===== config.mk =====
export PLATFORM = sky130hd
export DESIGN_NAME = sdram_boot_seq
export DESIGN_NICKNAME = d
export VERILOG_FILES = /design/src/rtl/sdram_boot_pkg.sv /design/src/rtl/sdram_boot_timer.sv /design/src/rtl/sdram_boot_fsm.sv /design/src/rtl/sdram_cmd_pins.sv /design/src/rtl/sdram_boot_seq.sv
export SDC_FILE = /design/constraint.sdc
export NUM_CORES = 1
export LEC_CHECK = 0
export ABC_AREA = 1
export BUFFER_PORTS_ARGS = -buffer_cell sky130_fd_sc_hd__buf_4
export CAP_MARGIN = 40
export CELL_PAD_IN_SITES_DETAIL_PLACEMENT = 0
export CELL_PAD_IN_SITES_GLOBAL_PLACEMENT = 1
export CORE_MARGIN = 3
export CORE_UTILIZATION = 45
export CTS_BUF_LIST = sky130_fd_sc_hd__clkbuf_2 sky130_fd_sc_hd__clkbuf_4 sky130_fd_sc_hd__clkbuf_8
export DETAILED_ROUTE_END_ITERATION = 8
export PLACE_DENSITY_LB_ADDON = 0.1
export SLEW_MARGIN = 10
export SYNTH_ARGS = -nofsm -noshare
export SYNTH_HDL_FRONTEND = slang
export SYNTH_SLANG_ARGS = --single-unit

===== constraint.sdc =====
create_clock -name clk -period 4.4 [get_ports clk]
set_clock_uncertainty 0.1 [all_clocks]
set_input_delay 0.22 -clock clk [delete_from_list [all_inputs] [get_ports clk]]
set_output_delay 0.22 -clock clk [all_outputs]
set_load 0.005 [all_outputs]

===== src/rtl/sdram_boot_pkg.sv =====
package sdram_boot_pkg;

    typedef enum logic [1:0] {
        CMD_NOP,
        CMD_PRECHARGE_ALL,
        CMD_AUTO_REFRESH,
        CMD_LOAD_MODE
    } boot_cmd_e;

    typedef enum logic [3:0] {
        S_POWERUP_WAIT,
        S_PRECHARGE,
        S_WAIT_TRP,
        S_REFRESH_A,
        S_WAIT_TRFC_A,
        S_REFRESH_B,
        S_WAIT_TRFC_B,
        S_LOAD_MODE,
        S_WAIT_TMRD,
        S_READY
    } boot_state_e;

    typedef struct packed {
        logic cs_n;
        logic ras_n;
        logic cas_n;
        logic we_n;
    } cmd_pins_t;

    function automatic cmd_pins_t encode_cmd(boot_cmd_e c);
        cmd_pins_t p;
        unique case (c)
            CMD_NOP:           p = '{cs_n: 1'b0, ras_n: 1'b1, cas_n: 1'b1, we_n: 1'b1};
            CMD_PRECHARGE_ALL: p = '{cs_n: 1'b0, ras_n: 1'b0, cas_n: 1'b1, we_n: 1'b0};
            CMD_AUTO_REFRESH:  p = '{cs_n: 1'b0, ras_n: 1'b0, cas_n: 1'b0, we_n: 1'b1};
            CMD_LOAD_MODE:     p = '{cs_n: 1'b0, ras_n: 1'b0, cas_n: 1'b0, we_n: 1'b0};
            default:           p = '{cs_n: 1'b0, ras_n: 1'b1, cas_n: 1'b1, we_n: 1'b1};
        endcase
        return p;
    endfunction

endpackage


===== src/rtl/sdram_boot_timer.sv =====
module sdram_boot_timer #(
    parameter int CNT_W     = 16,
    parameter int RESET_VAL = 100
) (
    input  logic             clk,
    input  logic             rst_n,
    input  logic             load,
    input  logic [CNT_W-1:0] load_val,
    output logic             done
);

    localparam logic [CNT_W-1:0] INIT = CNT_W'(RESET_VAL);

    logic [CNT_W-1:0] cnt;

    always_ff @(posedge clk or negedge rst_n) begin
        if (!rst_n) begin
            cnt <= INIT;
        end else if (load) begin
            cnt <= load_val;
        end else if (cnt != '0) begin
            cnt <= cnt - 1'b1;
        end
    end

    assign done = (cnt == '0);

    // an idle, non-expired counter steps down by exactly one
    p_timer_step_r2: assert property (@(posedge clk) disable iff (!rst_n)
        (!load && !done) |=> (cnt == $past(cnt) - 1'b1));

    // a load always takes effect on the next edge
    p_timer_load_r8: assert property (@(posedge clk) disable iff (!rst_n)
        load |=> (cnt == $past(load_val)));

endmodule


===== src/rtl/sdram_boot_fsm.sv =====
module sdram_boot_fsm
    import sdram_boot_pkg::*;
#(
    parameter int T_RP  = 3,
    parameter int T_RFC = 14,
    parameter int T_MRD = 2,
    parameter int CNT_W = 16
) (
    input  logic             clk,
    input  logic             rst_n,
    input  logic             timer_done,
    output logic             timer_load,
    output logic [CNT_W-1:0] timer_val,
    output boot_cmd_e        cmd,
    output logic             ready
);

    localparam logic [CNT_W-1:0] RP_LOAD  = CNT_W'(T_RP  - 2);
    localparam logic [CNT_W-1:0] RFC_LOAD = CNT_W'(T_RFC - 2);
    localparam logic [CNT_W-1:0] MRD_LOAD = CNT_W'(T_MRD - 2);

    boot_state_e state, state_nx;

    // state register
    always_ff @(posedge clk or negedge rst_n) begin
        if (!rst_n) state <= S_POWERUP_WAIT;
        else        state <= state_nx;
    end

    // transitions
    always_comb begin
        state_nx = state;
        unique case (state)
            S_POWERUP_WAIT: if (timer_done) state_nx = S_PRECHARGE;
            S_PRECHARGE:    state_nx = S_WAIT_TRP;
            S_WAIT_TRP:     if (timer_done) state_nx = S_REFRESH_A;
            S_REFRESH_A:    state_nx = S_WAIT_TRFC_A;
            S_WAIT_TRFC_A:  if (timer_done) state_nx = S_REFRESH_B;
            S_REFRESH_B:    state_nx = S_WAIT_TRFC_B;
            S_WAIT_TRFC_B:  if (timer_done) state_nx = S_LOAD_MODE;
            S_LOAD_MODE:    state_nx = S_WAIT_TMRD;
            S_WAIT_TMRD:    if (timer_done) state_nx = S_READY;
            S_READY:        state_nx = S_READY;
            default:        state_nx = S_POWERUP_WAIT;
        endcase
    end

    // outputs
    always_comb begin
        cmd        = CMD_NOP;
        timer_load = 1'b0;
        timer_val  = '0;
        ready      = 1'b0;
        unique case (state)
            S_PRECHARGE: begin
                cmd        = CMD_PRECHARGE_ALL;
                timer_load = 1'b1;
                timer_val  = RP_LOAD;
            end
            S_REFRESH_A, S_REFRESH_B: begin
                cmd        = CMD_AUTO_REFRESH;
                timer_load = 1'b1;
                timer_val  = RFC_LOAD;
            end
            S_LOAD_MODE: begin
                cmd        = CMD_LOAD_MODE;
                timer_load = 1'b1;
                timer_val  = MRD_LOAD;
            end
            S_READY:  ready = 1'b1;
            default: ;
        endcase
    end

    // once ready, stays ready until reset
    p_ready_hold_r7: assert property (@(posedge clk) disable iff (!rst_n)
        ready |=> ready);

    // every command is a single cycle followed by NOP
    p_cmd_single_r8: assert property (@(posedge clk) disable iff (!rst_n)
        (cmd != CMD_NOP) |=> (cmd == CMD_NOP));

    // refresh only after the precharge recovery wait
    p_ref_after_trp_r4: assert property (@(posedge clk) disable iff (!rst_n)
        (state == S_WAIT_TRP && timer_done) |=> (state == S_REFRESH_A));

    // mode load only after the second refresh recovery wait
    p_mode_after_trfc_r6: assert property (@(posedge clk) disable iff (!rst_n)
        (state == S_LOAD_MODE) |-> ($past(state) == S_WAIT_TRFC_B));

endmodule


===== src/rtl/sdram_cmd_pins.sv =====
module sdram_cmd_pins
    import sdram_boot_pkg::*;
#(
    parameter int         ADDR_W           = 13,
    parameter int         BANK_W           = 2,
    parameter logic [2:0] BURST_LEN_CODE   = 3'b011,
    parameter logic       BURST_INTERLEAVE = 1'b0,
    parameter logic [2:0] CAS_LATENCY      = 3'b011
) (
    input  boot_cmd_e         cmd,
    output logic              cs_n,
    output logic              ras_n,
    output logic              cas_n,
    output logic              we_n,
    output logic [ADDR_W-1:0] addr,
    output logic [BANK_W-1:0] ba
);

    localparam int PRE_BIT = 10;
    localparam logic [6:0] MODE_LOW = {CAS_LATENCY, BURST_INTERLEAVE, BURST_LEN_CODE};

    cmd_pins_t pins;

    always_comb begin
        pins  = encode_cmd(cmd);
        cs_n  = pins.cs_n;
        ras_n = pins.ras_n;
        cas_n = pins.cas_n;
        we_n  = pins.we_n;
    end

    // per-bit address selection: mode word low bits, precharge flag bit, zero elsewhere
    for (genvar i = 0; i < ADDR_W; i++) begin : g_addr
        if (i < 7) begin : g_mode
            assign addr[i] = (cmd == CMD_LOAD_MODE) ? MODE_LOW[i] : 1'b0;
        end else if (i == PRE_BIT) begin : g_pre
            assign addr[i] = (cmd == CMD_PRECHARGE_ALL);
        end else begin : g_zero
            assign addr[i] = 1'b0;
        end
    end

    assign ba = '0;

endmodule


===== src/rtl/sdram_boot_seq.sv =====
module sdram_boot_seq
    import sdram_boot_pkg::*;
#(
    parameter int         ADDR_W           = 13,
    parameter int         BANK_W           = 2,
    parameter int         T_POWERUP        = 20000,
    parameter int         T_RP             = 3,
    parameter int         T_RFC            = 14,
    parameter int         T_MRD            = 2,
    parameter logic [2:0] BURST_LEN_CODE   = 3'b011,
    parameter logic       BURST_INTERLEAVE = 1'b0,
    parameter logic [2:0] CAS_LATENCY      = 3'b011
) (
    input  logic              clk,
    input  logic              rst_n,
    output logic              sd_cs_n,
    output logic              sd_ras_n,
    output logic              sd_cas_n,
    output logic              sd_we_n,
    output logic [ADDR_W-1:0] sd_addr,
    output logic [BANK_W-1:0] sd_ba,
    output logic              ready
);

    localparam int LONG_A  = (T_POWERUP > T_RFC) ? T_POWERUP : T_RFC;
    localparam int LONG_B  = (T_RP > T_MRD) ? T_RP : T_MRD;
    localparam int LONGEST = (LONG_A > LONG_B) ? LONG_A : LONG_B;
    localparam int CNT_W   = $clog2(LONGEST + 1) + 1;

    logic             timer_done;
    logic             timer_load;
    logic [CNT_W-1:0] timer_val;
    boot_cmd_e        cmd;

    sdram_boot_timer #(
        .CNT_W    (CNT_W),
        .RESET_VAL(T_POWERUP - 1)
    ) u_timer (
        .clk     (clk),
        .rst_n   (rst_n),
        .load    (timer_load),
        .load_val(timer_val),
        .done    (timer_done)
    );

    sdram_boot_fsm #(
        .T_RP (T_RP),
        .T_RFC(T_RFC),
        .T_MRD(T_MRD),
        .CNT_W(CNT_W)
    ) u_fsm (
        .clk       (clk),
        .rst_n     (rst_n),
        .timer_done(timer_done),
        .timer_load(timer_load),
        .timer_val (timer_val),
        .cmd       (cmd),
        .ready     (ready)
    );

    sdram_cmd_pins #(
        .ADDR_W          (ADDR_W),
        .BANK_W          (BANK_W),
        .BURST_LEN_CODE  (BURST_LEN_CODE),
        .BURST_INTERLEAVE(BURST_INTERLEAVE),
        .CAS_LATENCY     (CAS_LATENCY)
    ) u_pins (
        .cmd  (cmd),
        .cs_n (sd_cs_n),
        .ras_n(sd_ras_n),
        .cas_n(sd_cas_n),
        .we_n (sd_we_n),
        .addr (sd_addr),
        .ba   (sd_ba)
    );

    // never an activate
    p_no_activate_r10: assert property (@(posedge clk) disable iff (!rst_n)
        !(!sd_cs_n && !sd_ras_n && sd_cas_n && sd_we_n));

    // never a read or write
    p_no_rdwr_r10: assert property (@(posedge clk) disable iff (!rst_n)
        !(!sd_cs_n && sd_ras_n && !sd_cas_n));

    // precharge always carries the all-banks flag
    p_pre_all_r3: assert property (@(posedge clk) disable iff (!rst_n)
        (!sd_cs_n && !sd_ras_n && sd_cas_n && !sd_we_n) |-> sd_addr[10]);

    // mode load is driven with bank zero
    p_mode_bank_r6: assert property (@(posedge clk) disable iff (!rst_n)
        (!sd_cs_n && !sd_ras_n && !sd_cas_n && !sd_we_n) |-> (sd_ba == '0));

    // bus is idle once handed over
    p_ready_nop_r7: assert property (@(posedge clk) disable iff (!rst_n)
        ready |-> (!sd_cs_n && sd_ras_n && sd_cas_n && sd_we_n));

endmodule


## Yosys cells after proc, flatten, opt, wreduce, memory -nomap -nowiden

Index checks and enable logic that the tools add are counted.

| word-level totals | value |
|---|---|
| register bits | 20 |
| input port bits | 2 |
| output and inout bits | 20 |
| logic and storage cells | 42 |

| cells by class | value |
|---|---|
| $add $sub $neg | 1 |
| equal/unequal tests | 17 |
| multiplexer cells | 14 |
| reduce and logical (&&, ||, !) cells | 8 |

Operator list:

| cell | count |
|---|---|
| $pmux 4 s10 | 1 |
| $mux 16 | 2 |
| $mux 4 | 5 |
| $eq 4x3->1 const B | 4 |
| $logic_not 16->1 | 1 |
| $pmux 4 s4 | 1 |
| $reduce_bool 16->1 | 1 |
| $sub 16x1->16 const B | 1 |
| $ne 2x2->1 const B | 5 |
| $eq 4x2->1 const B | 2 |
| $eq 4x4->1 const B | 2 |
| $pmux 4 s2 | 1 |
| $pmux 2 s3 | 1 |
| $reduce_and 5->1 | 1 |
| $eq 2x2->1 const B | 2 |
| $eq 4x1->1 const B | 1 |
| $logic_not 4->1 | 1 |
| $reduce_or 4->1 | 1 |
| $mux 1 | 3 |
| $eq 2x1->1 const B | 1 |
| $logic_not 2->1 | 1 |
| $reduce_bool 2->1 | 1 |
| $reduce_or 2->1 | 1 |

## Logic depth before layout (Yosys ltp)

| depth | value |
|---|---|
| depth in word-level cells | 5 |
| mapped depth | 8 |
| gate-level depth less buffers | 8 |

## Modules after synthesis

Synthesis repeated with hierarchy kept, for this count alone.

| unflattened totals | value |
|---|---|
| cell total of the unflattened synthesis | 234 |
| area, all modules | 1,669.1 um^2 |

By module, submodules not included:

| module | instances | cells an instance | area each (um^2) | sequential area each (um^2) |
|---|---|---|---|---|
| sdram_boot_timer | 1 | 167 | 1,196.1 | 411.6 |
| sdram_boot_fsm | 1 | 46 | 339.1 | 100.1 |
| sdram_cmd_pins | 1 | 21 | 133.9 | 0.0 |

## Worst setup path after synthesis

OpenSTA, ideal clock, no wires.

| timing path | value |
|---|---|
| path type | register to register |
| from | reg u_timer.cnt[0] |
| to | reg u_timer.cnt[6] |
| setup time | 116 ps |
| data arrival time | 1,369 ps |
| data required time | 4,184 ps |
| setup slack | 2,815 ps |
| stages on the path, launching flop included | 8 |
| path buffers | 0 |
| cells stage by stage | dfstp_2 -> inv_1 -> ha_1 -> nand2_4 -> nor2_4 -> or2_2 -> nand3_1 -> nor2_1 |

| on the way | value |
|---|---|
| longest elaborated chain between the ends | 3 |
| elaborated cells on any way between the ends | 5 |

RTL lines:

| element | line | source |
|---|---|---|
| start, declared | sdram_boot_timer.sv:14 | `logic [CNT_W-1:0] cnt;` |
| start signal, assigned | sdram_boot_timer.sv:20 | `cnt <= load_val;` |
| start signal, assigned | sdram_boot_timer.sv:22 | `cnt <= cnt - 1'b1;` |
| $sub 16x1->16 | sdram_boot_timer.sv:22 |  |
| $mux 16 | sdram_boot_timer.sv:21 | `end else if (cnt != '0) begin` |
| $mux 16 | sdram_boot_timer.sv:19 | `end else if (load) begin` |

Several ways; a longest one is shown, not always the timed one. The select of a mux whose other input is x is not followed.
A chain may end at the register's enable or synchronous reset.

## Worst setup path after layout

| timing path | value |
|---|---|
| from | reg u_fsm.state[3] |
| to | out sd_we_n |

| on the way | value |
|---|---|
| longest elaborated chain between the ends | 5 |
| elaborated cells on any way between the ends | 11 |

RTL lines:

| element | line | source |
|---|---|---|
| start, declared | sdram_boot_fsm.sv:22 | `boot_state_e state, state_nx;` |
| start signal, assigned | sdram_boot_fsm.sv:27 | `else state <= state_nx;` |
| $eq 4x2->1 or $eq 4x3->1 (tied branches) | sdram_boot_fsm.sv:54 | `unique case (state)` |
| $reduce_or 2->1 | sdram_boot_fsm.sv:54 |  |
| $pmux 2 s3 (*) | sdram_boot_fsm.sv:54 |  |
| $eq 2x2->1, or another cell as far along | sdram_boot_pkg.sv:32 | `unique case (c)` |
| $pmux 4 s4 (*) | sdram_boot_pkg.sv:32 |  |
| end, declared | sdram_boot_seq.sv:19 | `output logic sd_we_n,` |

Mark *: on every way between the ends. The rest lies on a longest branch, timed or not. The select of a mux whose other input is x is not followed.

==> reports/metrics.yaml <==
critical_path:
  path_cells: "inv_1 > nand2_1 > nor2_1 > nor2_2 > buf_4"
  crit_type: "flop to output pin"
  critPathCaptureType: "output pin"
  reg2reg_depth: 7
  r2r_start: "u_timer.cnt[0]"
  worst-path-stages: 5
  r2r-end: "u_timer.cnt[6]"
  startpoint_type: "flop"
  path_max_fanout: 6
  worst-path-buf-inv: 2
  startpoint: "u_fsm.state[3]"
  crit_required_ps: 4080
  crit_end: "sd_we_n"
  slowest_stage: "dfrtp_1"
  critPathMaxStageDelay_ps: 440
  arrival_ps: 1550
  crit_family: "simple AND/OR/NAND/NOR gates"
  r2r_setup_slack_ps: 2730
grt:
  antenna_found_initial: 0
  grt_usage: 0.174
  grt_pass1_wl_um: 4820
  overflow: 0
  first_global_vias: 1121
  grt_max_degree: 21
cts:
  cts.sinks: 20
  clk_latency_ps: 310
  cts_tree: "yes"
  numCtsBuffers: 3
  hold_buffers: 1
  cts.clk_slew.worst_paths_ps: 120
  postCtsResizedCells: 0
  post_cts_buffers: 0
  cts_max_level: 1
  clk_path_buf_depth: 2
  clock-root-buffer: "clkbuf_4"
floorplanning:
  die_h_um: 61.4
  initial_core_util: 0.488
  die_x_um: 61.4
  die-area_um2: 3770
  rows: 19
  core_area_um2: 2830
  io_pins: 22
placement:
  dp_hpwl_um: 2100
  place_area_um2: 1420
  portBuffers: 10
  gp_congestion: 0.895
drt:
  vias_per_cell: 5.13
  vias: 1184
  wl_per_cell_um: 12.0
  routed_wl_um: 2780
  drc_errors: 0
  drt_iter0_drc: 55
  drt_first_pass_iters: 4
  antenna_left: 0
flow_run:
  maxCapViolCount: 0
power_and_ir_drop:
  switching_share: 0.197
  switchingPower_uw: 67.9
  irDropWorstVdd_mv: 0.124
  pwr-share-seq: 0.533
  p_total_uw: 346
  power_density_nw_per_um2: 234
  cellLeakagePower_nw: 0.865
  power.internal_uw: 278
  combPwrFrac: 0.021
  pwr-share-clk: 0.446
finish:
  filler_cell_count: 287
  final_util: 0.523
  drive_above_1_share: 0.210
  diodes: 0
  fin_area_um2: 1480
  final_nets: 204
  synthToLayoutAreaGrowth_pct: 7.07
yosys:
  ys_ff_latch: 20
  synth_ff_type: "dfrtp_1"
  yosys.area.top_type_share: 0.199
  synth_common_cells: "nand2_1, nor2_1, nand3_1, inv_1, buf_4"
  yosysWarnings: 0
  yosysSeqAreaShare: 0.370
  syn_area_per_cell_um2: 7.27
  synthCells: 190
  yosysMostFrequentCell: "nand2_1"
  synth_edf_count: 0
  synth.area.top_cells: "dfrtp_1, dfstp_2, nand2_1"
  synth-async-reset-ratio: 1.00
  netlist_area_um2: 1380
  yosys.area.top_type: "dfrtp_1"
  synth_cell_types: 26
timing:
  hold_viol_final: 0
  setup_viol: 0
  min_period_ps: 1870
  min_period_over_period: 0.426
  fmax_mhz: 534
  totalNegativeSetupSlack_ps: 0
  grt_setup_unrepaired: "no"
  slew_violations: 0
  whs_ps: 214
worst_hold_path:
  worstHoldPathType: "input pin to async pin"
outcome:
  status: "completed"
## worst min-delay path by stage
stage,startpoint,end,slack (ps),cells after the start
after floorplan,rst_n,u_fsm.state[0],-180,0
after global placement,rst_n,u_timer.cnt[12],20,1
after detailed placement,rst_n,u_timer.cnt[12],20,1
after CTS,rst_n,u_timer.cnt[15],210,2
after global routing,rst_n,u_timer.cnt[15],220,2
final,rst_n,u_timer.cnt[15],210,2
## power by group through the flow
| stage | Combinational [mW] | Sequential [mW] | Clock, mW |
|---|---|---|---|
| global placement | 0.00654 | 0.187 | 0 |
| detailed placement | 0.00651 | 0.187 | 0 |
| CTS | 0.00724 | 0.184 | 0.160 |
| global route | 0.00866 | 0.184 | 0.168 |
| finish | 0.00717 | 0.184 | 0.154 |
| floorplan | 0.00913 | 0.187 | 0 |
## routing by layer
layer  vias up  global-route usage  part of all wire
li1        590                   -                 -
met1       560               0.225              0.48
met2        30               0.287              0.46
met3         4              0.0252             0.040
met4         0              0.0788             0.014
met5         -                   0                 0
## layout make-up
type / instances / area [um2] / area share
sequential: 20 / 512 / 0.346
timing repair buffer: 11 / 85.1 / 0.0575
multi-input combinational: 142 / 699 / 0.473
tap: 31 / 38.8 / 0.0262
inverter: 23 / 91.3 / 0.0618
clock buffer: 3 / 22.5 / 0.0152
clock inverter: 1 / 30.0 / 0.0203
## state kept, by name, indices dropped and copies added (netlist names)
name	cells
u_fsm.state	4
u_timer.cnt	16
## layout by cell type, fill, tap and decap left out, drive strengths merged
cell type | netlist | routed
a21oi | 2 | 2
buf | 15 | 10
bufinv | 0 | 1
clkbuf | 0 | 3
clkinv | 1 | 1
conb | 1 | 11
dfrtp | 11 | 11
dfstp | 9 | 9
dlygate4sd3 | 0 | 1
ha | 1 | 1
inv | 22 | 22
nand2 | 45 | 45
nand3 | 24 | 24
nand4 | 3 | 3
nor2 | 41 | 41
nor3 | 3 | 3
o21ai | 6 | 6
o21bai | 1 | 1
or2 | 4 | 4
xnor2 | 1 | 1
## kinds of logic (layout without fill, tap and decap cells)
| group | Yosys count | after routing | share of synthesized area |
|---|---|---|---|
| compound gates | 9 | 9 | 0.0344 |
| xor+xnor | 1 | 1 | 0.00634 |
| fa+ha+maj | 1 | 1 | 0.00906 |
| buf+inv | 38 | 38 | 0.150 |
| flops | 20 | 20 | 0.370 |
| other cells | 1 | 11 | 0.00271 |
| simple gates | 120 | 120 | 0.427 |
## stage by stage
stage,std cells,setup WS (ps)
2_1_floorplan,200,2820
3_3_place_gp,226,2770
3_5_place_dp,226,2730
4_1_cts,231,2500
5_1_grt,231,2350
6_report,231,2530
No activity file was read; power rests on OpenSTA's default activity.
